<file path="src/rtl/gpt_pkg.sv">
package gpt_pkg;
  localparam int unsigned NTGT = 3;

  typedef enum logic [2:0] {
    A_CTRL   = 3'd0,
    A_COUNT  = 3'd1,
    A_RELOAD = 3'd2,
    A_STATUS = 3'd3,
    A_IRQEN  = 3'd4,
    A_PEND   = 3'd5
  } reg_addr_e;

  localparam logic [1:0] TGT_CTRL = 2'd0;
  localparam logic [1:0] TGT_CNT  = 2'd1;
  localparam logic [1:0] TGT_RLD  = 2'd2;
endpackage

</file>
<file path="src/rtl/gpt_post_pipe.sv">
module gpt_post_pipe import gpt_pkg::*; #(
  parameter int unsigned DW  = 32,
  parameter int unsigned LAT = 3
) (
  input  logic            clk,
  input  logic            rst_n,
  input  logic            in_valid,
  input  logic [1:0]      in_tgt,
  input  logic [DW-1:0]   in_data,
  output logic            land_valid,
  output logic [1:0]      land_tgt,
  output logic [DW-1:0]   land_data,
  output logic [NTGT-1:0] pending
);
  logic [LAT-1:0] st_v;
  logic [1:0]     st_t [LAT];
  logic [DW-1:0]  st_d [LAT];

  always_ff @(posedge clk or negedge rst_n) begin
    if (!rst_n) begin
      st_v <= '0;
      for (int i = 0; i < LAT; i++) begin
        st_t[i] <= '0;
        st_d[i] <= '0;
      end
    end else begin
      st_v[0] <= in_valid;
      st_t[0] <= in_tgt;
      st_d[0] <= in_data;
      for (int i = 1; i < LAT; i++) begin
        st_v[i] <= st_v[i-1];
        st_t[i] <= st_t[i-1];
        st_d[i] <= st_d[i-1];
      end
    end
  end

  always_comb begin
    pending = '0;
    for (int i = 0; i < LAT; i++) begin
      for (int t = 0; t < int'(NTGT); t++) begin
        if (st_v[i] && (st_t[i] == 2'(t))) pending[t] = 1'b1;
      end
    end
  end

  assign land_valid = st_v[LAT-1];
  assign land_tgt   = st_t[LAT-1];
  assign land_data  = st_d[LAT-1];


  wr_pending_chk: assert property (@(posedge clk) disable iff (!rst_n)
    in_valid |=> (pending != '0));
endmodule

</file>
<file path="src/rtl/gpt_count_core.sv">
module gpt_count_core import gpt_pkg::*; #(
  parameter int unsigned DW = 32
) (
  input  logic          clk,
  input  logic          rst_n,
  input  logic          land_valid,
  input  logic [1:0]    land_tgt,
  input  logic [DW-1:0] land_data,
  output logic [DW-1:0] cnt,
  output logic [DW-1:0] reload,
  output logic          run,
  output logic          autoreload,
  output logic          ovf_evt
);
  function automatic logic at_top(input logic [DW-1:0] v);
    return &v;
  endfunction

  function automatic logic [DW-1:0] next_count(input logic [DW-1:0] v,
                                               input logic ar,
                                               input logic [DW-1:0] rl);
    if (at_top(v)) return ar ? rl : '0;
    return v + DW'(1);
  endfunction

  logic ld_ctrl, ld_cnt, ld_rld;
  assign ld_ctrl = land_valid && (land_tgt == TGT_CTRL);
  assign ld_cnt  = land_valid && (land_tgt == TGT_CNT);
  assign ld_rld  = land_valid && (land_tgt == TGT_RLD);
  assign ovf_evt = run && at_top(cnt) && !ld_cnt;

  always_ff @(posedge clk or negedge rst_n) begin
    if (!rst_n) begin
      cnt        <= '0;
      reload     <= '0;
      run        <= 1'b0;
      autoreload <= 1'b0;
    end else begin
      if (ld_ctrl) begin
        run        <= land_data[0];
        autoreload <= land_data[1];
      end
      if (ld_rld) reload <= land_data;
      if (ld_cnt) cnt <= land_data;
      else if (run) cnt <= next_count(cnt, autoreload, reload);
    end
  end


  count_step_chk: assert property (@(posedge clk) disable iff (!rst_n)
    (run && !(&cnt) && !ld_cnt) |=> (cnt == $past(cnt) + DW'(1)));

  freeze_chk: assert property (@(posedge clk) disable iff (!rst_n)
    (!run && !ld_cnt) |=> $stable(cnt));

  reload_wrap_chk: assert property (@(posedge clk) disable iff (!rst_n)
    (ovf_evt && autoreload && !ld_rld) |=> (cnt == reload));

  zero_wrap_chk: assert property (@(posedge clk) disable iff (!rst_n)
    (ovf_evt && !autoreload) |=> (cnt == '0));
endmodule

</file>
<file path="src/rtl/gpt_irq_ctrl.sv">
module gpt_irq_ctrl (
  input  logic clk,
  input  logic rst_n,
  input  logic ovf_evt,
  input  logic clr_req,
  input  logic en_wr,
  input  logic en_val,
  output logic status,
  output logic irq_en,
  output logic irq
);
  always_ff @(posedge clk or negedge rst_n) begin
    if (!rst_n) begin
      status <= 1'b0;
      irq_en <= 1'b0;
    end else begin
      if (ovf_evt)      status <= 1'b1;
      else if (clr_req) status <= 1'b0;
      if (en_wr) irq_en <= en_val;
    end
  end

  assign irq = status & irq_en;


  ovf_sets_chk: assert property (@(posedge clk) disable iff (!rst_n)
    ovf_evt |=> status);

  clr_lose_chk: assert property (@(posedge clk) disable iff (!rst_n)
    (ovf_evt && clr_req) |=> status);

  clr_take_chk: assert property (@(posedge clk) disable iff (!rst_n)
    (clr_req && !ovf_evt) |=> !status);

  irq_gate_chk: assert property (@(posedge clk) disable iff (!rst_n)
    (en_wr && !en_val) |=> !irq);
endmodule

</file>
<file path="src/rtl/gp_event_timer.sv">
module gp_event_timer import gpt_pkg::*; #(
  parameter int unsigned DW       = 32,
  parameter int unsigned AW       = 3,
  parameter int unsigned SYNC_LAT = 3
) (
  input  logic          clk,
  input  logic          rst_n,
  input  logic          wr_en,
  input  logic [AW-1:0] addr,
  input  logic [DW-1:0] wdata,
  output logic [DW-1:0] rdata,
  output logic          irq
);
  logic            post_wr;
  logic [1:0]      post_tgt;
  logic            land_valid;
  logic [1:0]      land_tgt;
  logic [DW-1:0]   land_data;
  logic [NTGT-1:0] pending;
  logic [DW-1:0]   cnt, reload;
  logic            run, autoreload, ovf_evt;
  logic            status, irq_en, clr_req, en_wr;

  always_comb begin
    post_wr  = 1'b0;
    post_tgt = TGT_CTRL;
    if (wr_en) begin
      case (addr)
        A_CTRL:   begin post_wr = 1'b1; post_tgt = TGT_CTRL; end
        A_COUNT:  begin post_wr = 1'b1; post_tgt = TGT_CNT;  end
        A_RELOAD: begin post_wr = 1'b1; post_tgt = TGT_RLD;  end
        default:  ;
      endcase
    end
  end

  assign clr_req = wr_en && (addr == A_STATUS) && wdata[0];
  assign en_wr   = wr_en && (addr == A_IRQEN);

  gpt_post_pipe #(.DW(DW), .LAT(SYNC_LAT)) u_pipe (
    .clk(clk), .rst_n(rst_n),
    .in_valid(post_wr), .in_tgt(post_tgt), .in_data(wdata),
    .land_valid(land_valid), .land_tgt(land_tgt), .land_data(land_data),
    .pending(pending)
  );

  gpt_count_core #(.DW(DW)) u_core (
    .clk(clk), .rst_n(rst_n),
    .land_valid(land_valid), .land_tgt(land_tgt), .land_data(land_data),
    .cnt(cnt), .reload(reload), .run(run), .autoreload(autoreload),
    .ovf_evt(ovf_evt)
  );

  gpt_irq_ctrl u_irq (
    .clk(clk), .rst_n(rst_n),
    .ovf_evt(ovf_evt), .clr_req(clr_req),
    .en_wr(en_wr), .en_val(wdata[0]),
    .status(status), .irq_en(irq_en), .irq(irq)
  );

  always_comb begin
    rdata = '0;
    case (addr)
      A_CTRL:   rdata[1:0] = {autoreload, run};
      A_COUNT:  rdata = cnt;
      A_RELOAD: rdata = reload;
      A_STATUS: rdata[0] = status;
      A_IRQEN:  rdata[0] = irq_en;
      A_PEND:   rdata[NTGT-1:0] = pending;
      default:  rdata = '0;
    endcase
  end
endmodule

</file>
<file path="config.mk">
export PLATFORM = sky130hd
export DESIGN_NAME = gp_event_timer
export DESIGN_NICKNAME = d
export VERILOG_FILES = /design/src/rtl/gpt_pkg.sv /design/src/rtl/gpt_post_pipe.sv /design/src/rtl/gpt_count_core.sv /design/src/rtl/gpt_irq_ctrl.sv /design/src/rtl/gp_event_timer.sv
export SDC_FILE = /design/constraint.sdc
export NUM_CORES = 1
export LEC_CHECK = 0
export CELL_PAD_IN_SITES_DETAIL_PLACEMENT = 2
export CELL_PAD_IN_SITES_GLOBAL_PLACEMENT = 2
export CORE_ASPECT_RATIO = 2
export CORE_MARGIN = 1.5
export CORE_UTILIZATION = 38
export CTS_BUF_LIST = sky130_fd_sc_hd__clkbuf_2
export DETAILED_ROUTE_END_ITERATION = 7
export GPL_ROUTABILITY_DRIVEN = 0
export PLACE_DENSITY_LB_ADDON = 0.1
export REMOVE_ABC_BUFFERS = 1
export SLEW_MARGIN = 20
export SYNTH_ARGS = -nofsm -noshare
export SYNTH_HDL_FRONTEND = slang
export SYNTH_SLANG_ARGS = --single-unit
</file>
<file path="constraint.sdc">
create_clock -name clk -period 2.4 [get_ports clk]
set_input_delay 0.48 -clock clk [delete_from_list [all_inputs] [get_ports clk]]
set_output_delay 0.48 -clock clk [all_outputs]
set_load 0.02 [all_outputs]
</file>
# [Yosys cells after proc, flatten, opt, wreduce, memory -nomap -nowiden]
# Cells that the tools add are included.
[op_classes] n_addsub=1 n_reduce_logical=23 eq_ne=11 n_mux=27 bitwise=1
[ops] op="32-bit two-way mux" n=5
[ops] op="29-bit case mux with 2 select lines" n=1
[ops] op="32-bit by 1-bit adder with 32-bit output, second input constant" n=1
[ops] op="32-bit AND reduction" n=1
[ops] op="1-bit two-way mux" n=16
[ops] op="1-bit logical AND" n=14
[ops] op="2-bit by 1-bit equality test with 1-bit output, second input constant" n=3
[ops] op="2-bit equality test, second input constant" n=3
[ops] op="3-bit by 2-bit equality test with 1-bit output, second input constant" n=2
[ops] op="3-bit equality test, second input constant" n=2
[ops] op="2-bit logical NOT" n=3
[ops] op="1-bit case mux with 6 select lines" n=1
[ops] op="1-bit case mux with 4 select lines" n=1
[ops] op="2-bit case mux with 2 select lines" n=1
[ops] op="2-bit nonzero test" n=2
[ops] op="3-bit by 1-bit equality test with 1-bit output, second input constant" n=1
[ops] op="3-bit logical NOT" n=1
[ops] op="1-bit case mux with 3 select lines" n=1
[ops] op="3-bit OR reduction" n=1
[ops] op="2-bit two-way mux" n=1
[ops] op="1-bit bitwise AND" n=1
[ops] op="1-bit logical NOT" n=1
[word_totals] wordCells=76 out_inout_bits=33 regBits=173 in_bits=38

# [Depth between registers and ports, before layout]
[depth] ltp_word=7 mapped_depth=8 mapped_depth_nobuf=6

# [Modules after synthesis]
# Synthesis repeated with hierarchy kept, for this count alone.
[unflattened] cells_unflattened=587 hier_area_um2=7233.2
[modules_own_cells] mod="gpt_count_core" instances=1 cells_each=366 seq_area_each_um2=1651.6 area_each_um2=3676.0
[modules_own_cells] mod="gpt_post_pipe" instances=1 cells_each=151 seq_area_each_um2=2627.5 area_each_um2=2965.3
[modules_own_cells] mod="gp_event_timer" instances=1 cells_each=64 seq_area_each_um2=0.0 area_each_um2=509.2
[modules_own_cells] mod="gpt_irq_ctrl" instances=1 cells_each=6 seq_area_each_um2=50.0 area_each_um2=82.6

# [Least setup slack after synthesis]
# No wires, ideal clock.
[synth_path] path_type="input port to output port" startpoint="input port addr[1]" endpoint="output port rdata[11]" stages=6 arrival_time_ns=1.820 setup_slack_ns=0.100 t_required_ns=1.920 path_buffers=3 cell_sequence="clkbuf_1 > nand2b_1 > nor2_1 > clkbuf_1 > buf_1 > a22o_1"
[synth_between] elab_chain_len=2 word_cells_on_any_way=3 cone_classes="2 x eq/ne; 1 x mux"
[synth_lines] element="start, declared" line="gp_event_timer.sv:9" text="input logic [AW-1:0] addr,"
[synth_lines] element="3-bit by 2-bit equality test with 1-bit output or 3-bit by 1-bit equality test with 1-bit output (tied branches)" line="gp_event_timer.sv:63" text="case (addr)"
[synth_lines] element="29-bit case mux with 2 select lines (*)" line="gp_event_timer.sv:63"
[synth_lines] element="end, declared" line="gp_event_timer.sv:11" text="output logic [DW-1:0] rdata,"
# Every way passes the cells marked *; elsewhere a longest branch is shown, timed or not.

# [Final worst setup path]
[layout_path] startpoint="register u_core.cnt[0]" endpoint="output port rdata[0]"
[layout_between] elab_chain_len=1
[layout_lines] element="start, declared" line="gpt_count_core.sv:9" text="output logic [DW-1:0] cnt,"
[layout_lines] element="start signal, assigned" line="gpt_count_core.sv:44" text="if (ld_cnt) cnt <= land_data;"
[layout_lines] element="start signal, assigned" line="gpt_count_core.sv:45" text="else if (run) cnt <= next_count(cnt, autoreload, reload);"
[layout_lines] element="1-bit case mux with 6 select lines" line="gp_event_timer.sv:63"
# Every way passes these cells.

==> results.cfg <==
[grt]
grt_max_degree = 54
grt-ovfl-total = 0
grt_pass1_wl_um = 33630
grt.total_usage_pct = 23.94
first_global_vias = 6009
antenna_found_initial = 1

[sta]
hold_ws_ns = 0.09715
worstMarginPinSlew_ns = 0.5571
slew_violations = 0
setup_viol = 4
min_period_ns = 2.580
period_share_pct = 107.5
fin_ws_ns = -0.1800
slew_headroom_pct = 62.86
max_freq_mhz = 387.6
finClkSkew_ns = 0.03159
hold_viol_final = 0
grt_setup_unrepaired = true

[place]
dp_cells = 858
dpl_cell_area_um2 = 8214
io_buffers = 70
dp_hpwl_um = 14660

[cells_and_area]
layout_common_cells = 171 x dfrtp_1, 68 x buf_4, 40 x nand2_1
final_common_cell = dfrtp_1
final_area_um2 = 8822
area_delta_synth_final_pct = 29.42
fin_nets = 726
fin_cells = 914
drive_gt1_share_pct = 29.71

[job]
max_cap_viol_count = 0

[floorplanning]
die_y_um = 192.4
pin_count = 71
start_util_pct = 38.52
die_w_um = 97.71
row_count = 69
dieArea_um2 = 18800
core-area_um2 = 17700

[route]
routed_wl_um = 21740
via_count = 5145
drc_errors = 0
drt_iter0_markers = 153
ant_nets = 0
wl_per_cell_um = 23.79
viasPerCell = 5.629
drt_pass1_iterations = 4

[power]
power.total_mw = 7.127
power-per-cell-area_nw_per_um2 = 807.8
p_clk_share_pct = 22.8
sw_frac_of_total_pct = 32.29
intPower_mw = 4.825
power_frac_seq_pct = 50.5
vdd_drop_max_mv = 0.3121
p_sw_mw = 2.301
combinationalPowerShare_pct = 26.6
p_leak_nw = 3.951

[cts]
cts_sinks = 173
insertion_delay_ns = 0.77
cts-root-buf = clkbuf_2
cts_tree = built
cts_buffers = 17
clockBufferDepth = 2
htree_levels = 4
clk_pin_slew_ns = 0.27

[worst_setup_path]
crit_chain = buf_6 > mux4_2 > nand2_2 > o41ai_2 > buf_2
cpPeakStageDelay_ns = 0.46
cp_slowest_cell = dfrtp_1
cp.arrival_ns = 2.10
cp-end-kind = primary output
critPathTopFamily = flip-flops
cp.required_ns = 1.92
critPathKind = flip-flop to primary output
critPathBufInv = 2
cp_max_fo = 2
critPathLaunchType = flip-flop

[yosys]
seq_area_frac_synth_pct = 63.51
synth_top_cells_by_area = dfrtp_1 64%, mux2_2 6.3%, a22o_1 3.7%
synthArstFlopShare_pct = 100.0
yosysWarningCount = 0
synth-edff-count = 0
ys_types = 48
yosysTopAreaCell = dfrtp_1
synth_cells = 548
syn-cell-area_um2 = 6817
synth_top_area_share_pct = 63.51
synth_area_per_cell_um2 = 12.44
ys.flop_type = dfrtp_1
synth_seq_cells = 173

[run_status]
violations = setup timing
status = finished with violations

[min_path]
hp-class = primary input to flip-flop
final cells by class:
cell class / instances / area (um2)
repair buffers: 154 / 1448
fillers: 1727 / 8876
inverters: 4 / 15.01
clock inverters: 14 / 165.2
multi-input cells: 337 / 2504
diodes: 1 / 2.502
clock buffers: 18 / 90.09
well taps: 213 / 266.5
flip-flops and latches: 173 / 4332
repair_timing:
item,CTS,global route
buffers inserted,11,8
endpoints found under the setup margin,33,47
hold buffers,1,0
pin swaps,6,13
endpoints found under the hold margin,169,0
gates resized for setup,107,43
gates cloned,2,1
kinds of logic after synthesis:
group,after synthesis,share of synthesized area (%)
buffers and inverters,38,2.221
adder cells (fa/ha/maj),1,0.1835
XOR/XNOR,24,3.084
AO/OA/AOI/OAI,110,11.60
AND/OR/NAND/NOR,161,12.50
multiplexers,41,6.902
flip-flops,173,63.51
power by group through the flow:
stage,Combinational (mW),Clock [mW],Sequential (mW)
4_1_cts,1.78,1.68,3.59
3_3_place_gp,1.56,0,3.63
3_5_place_dp,1.66,0,3.66
2_1_floorplan,0.725,0,3.65
5_1_grt,2.04,1.78,3.65
6_report,1.90,1.63,3.60
Yosys cell counts, types with 11 or more instances:
cell type,n
dfrtp_1,173
nand2_1,41
mux2_2,38
nor2_1,32
a22o_1,29
clkbuf_1,28
a21oi_1,26
a221o_1,14
nand3_1,14
o21ai_0,13
xnor2_1,13
nor3_1,12
xor2_1,11
metal layers:
metal | vias to the layer above | wire length [um] | track usage, % | part of all wire, %
met5 | - | 0 | 0 | 0
met3 | 49 | 593 | 4.527 | 2.7
li1 | 2255 | - | - | -
met2 | 125 | 12490 | 46.05 | 57
met1 | 2716 | 7711 | 24.38 | 35
met4 | 0 | 948 | 11.70 | 4.4
flip-flops by register name (all words and copies together), names as in the netlist:
name               flops
u_pipe.st_d           64
u_core.cnt            32
u_core.reload         32
u_pipe.land_data      32
u_pipe.st_t            4
u_pipe.st_v            3
u_pipe.land_tgt        2
u_core.autoreload      1
u_core.run             1
u_irq.irq_en           1
u_irq.status           1
path summary, 6_finish.rpt:
path                       slack (ns)                 startpoint  cells past startpoint                             to
max                             -0.18  u_core.cnt[0]$_DFFE_PN0P_                      5                       rdata[0]
max in group asynchronous        1.54                      rst_n                      3      u_pipe.st_d[50]$_DFF_PN0_
min in group asynchronous        0.18                      rst_n                      2     u_core.cnt[20]$_DFFE_PN0P_
max reg2reg                         0  u_core.cnt[1]$_DFFE_PN0P_                     12      u_core.cnt[5]$_DFFE_PN0P_
min reg2reg                      0.36  u_pipe.st_d[40]$_DFF_PN0_                      0  u_pipe.land_data[8]$_DFF_PN0_
min                               0.1                  wdata[17]                      1      u_pipe.st_d[81]$_DFF_PN0_
per-stage QoR:
step / setup WS [ns] / TNS (ns) / utilization [%]
after detailed placement: -0.5358 / -14.80 / 46.41
after floorplan: -0.4038 / -6.962 / -
after global routing: -0.2917 / -1.249 / 49.85
after CTS: -0.2508 / -0.4218 / 49.10
after global placement: -0.4689 / -12.32 / 46.41
final: -0.1800 / -0.2723 / 49.85
No activity file was read; power rests on OpenSTA's default activity.
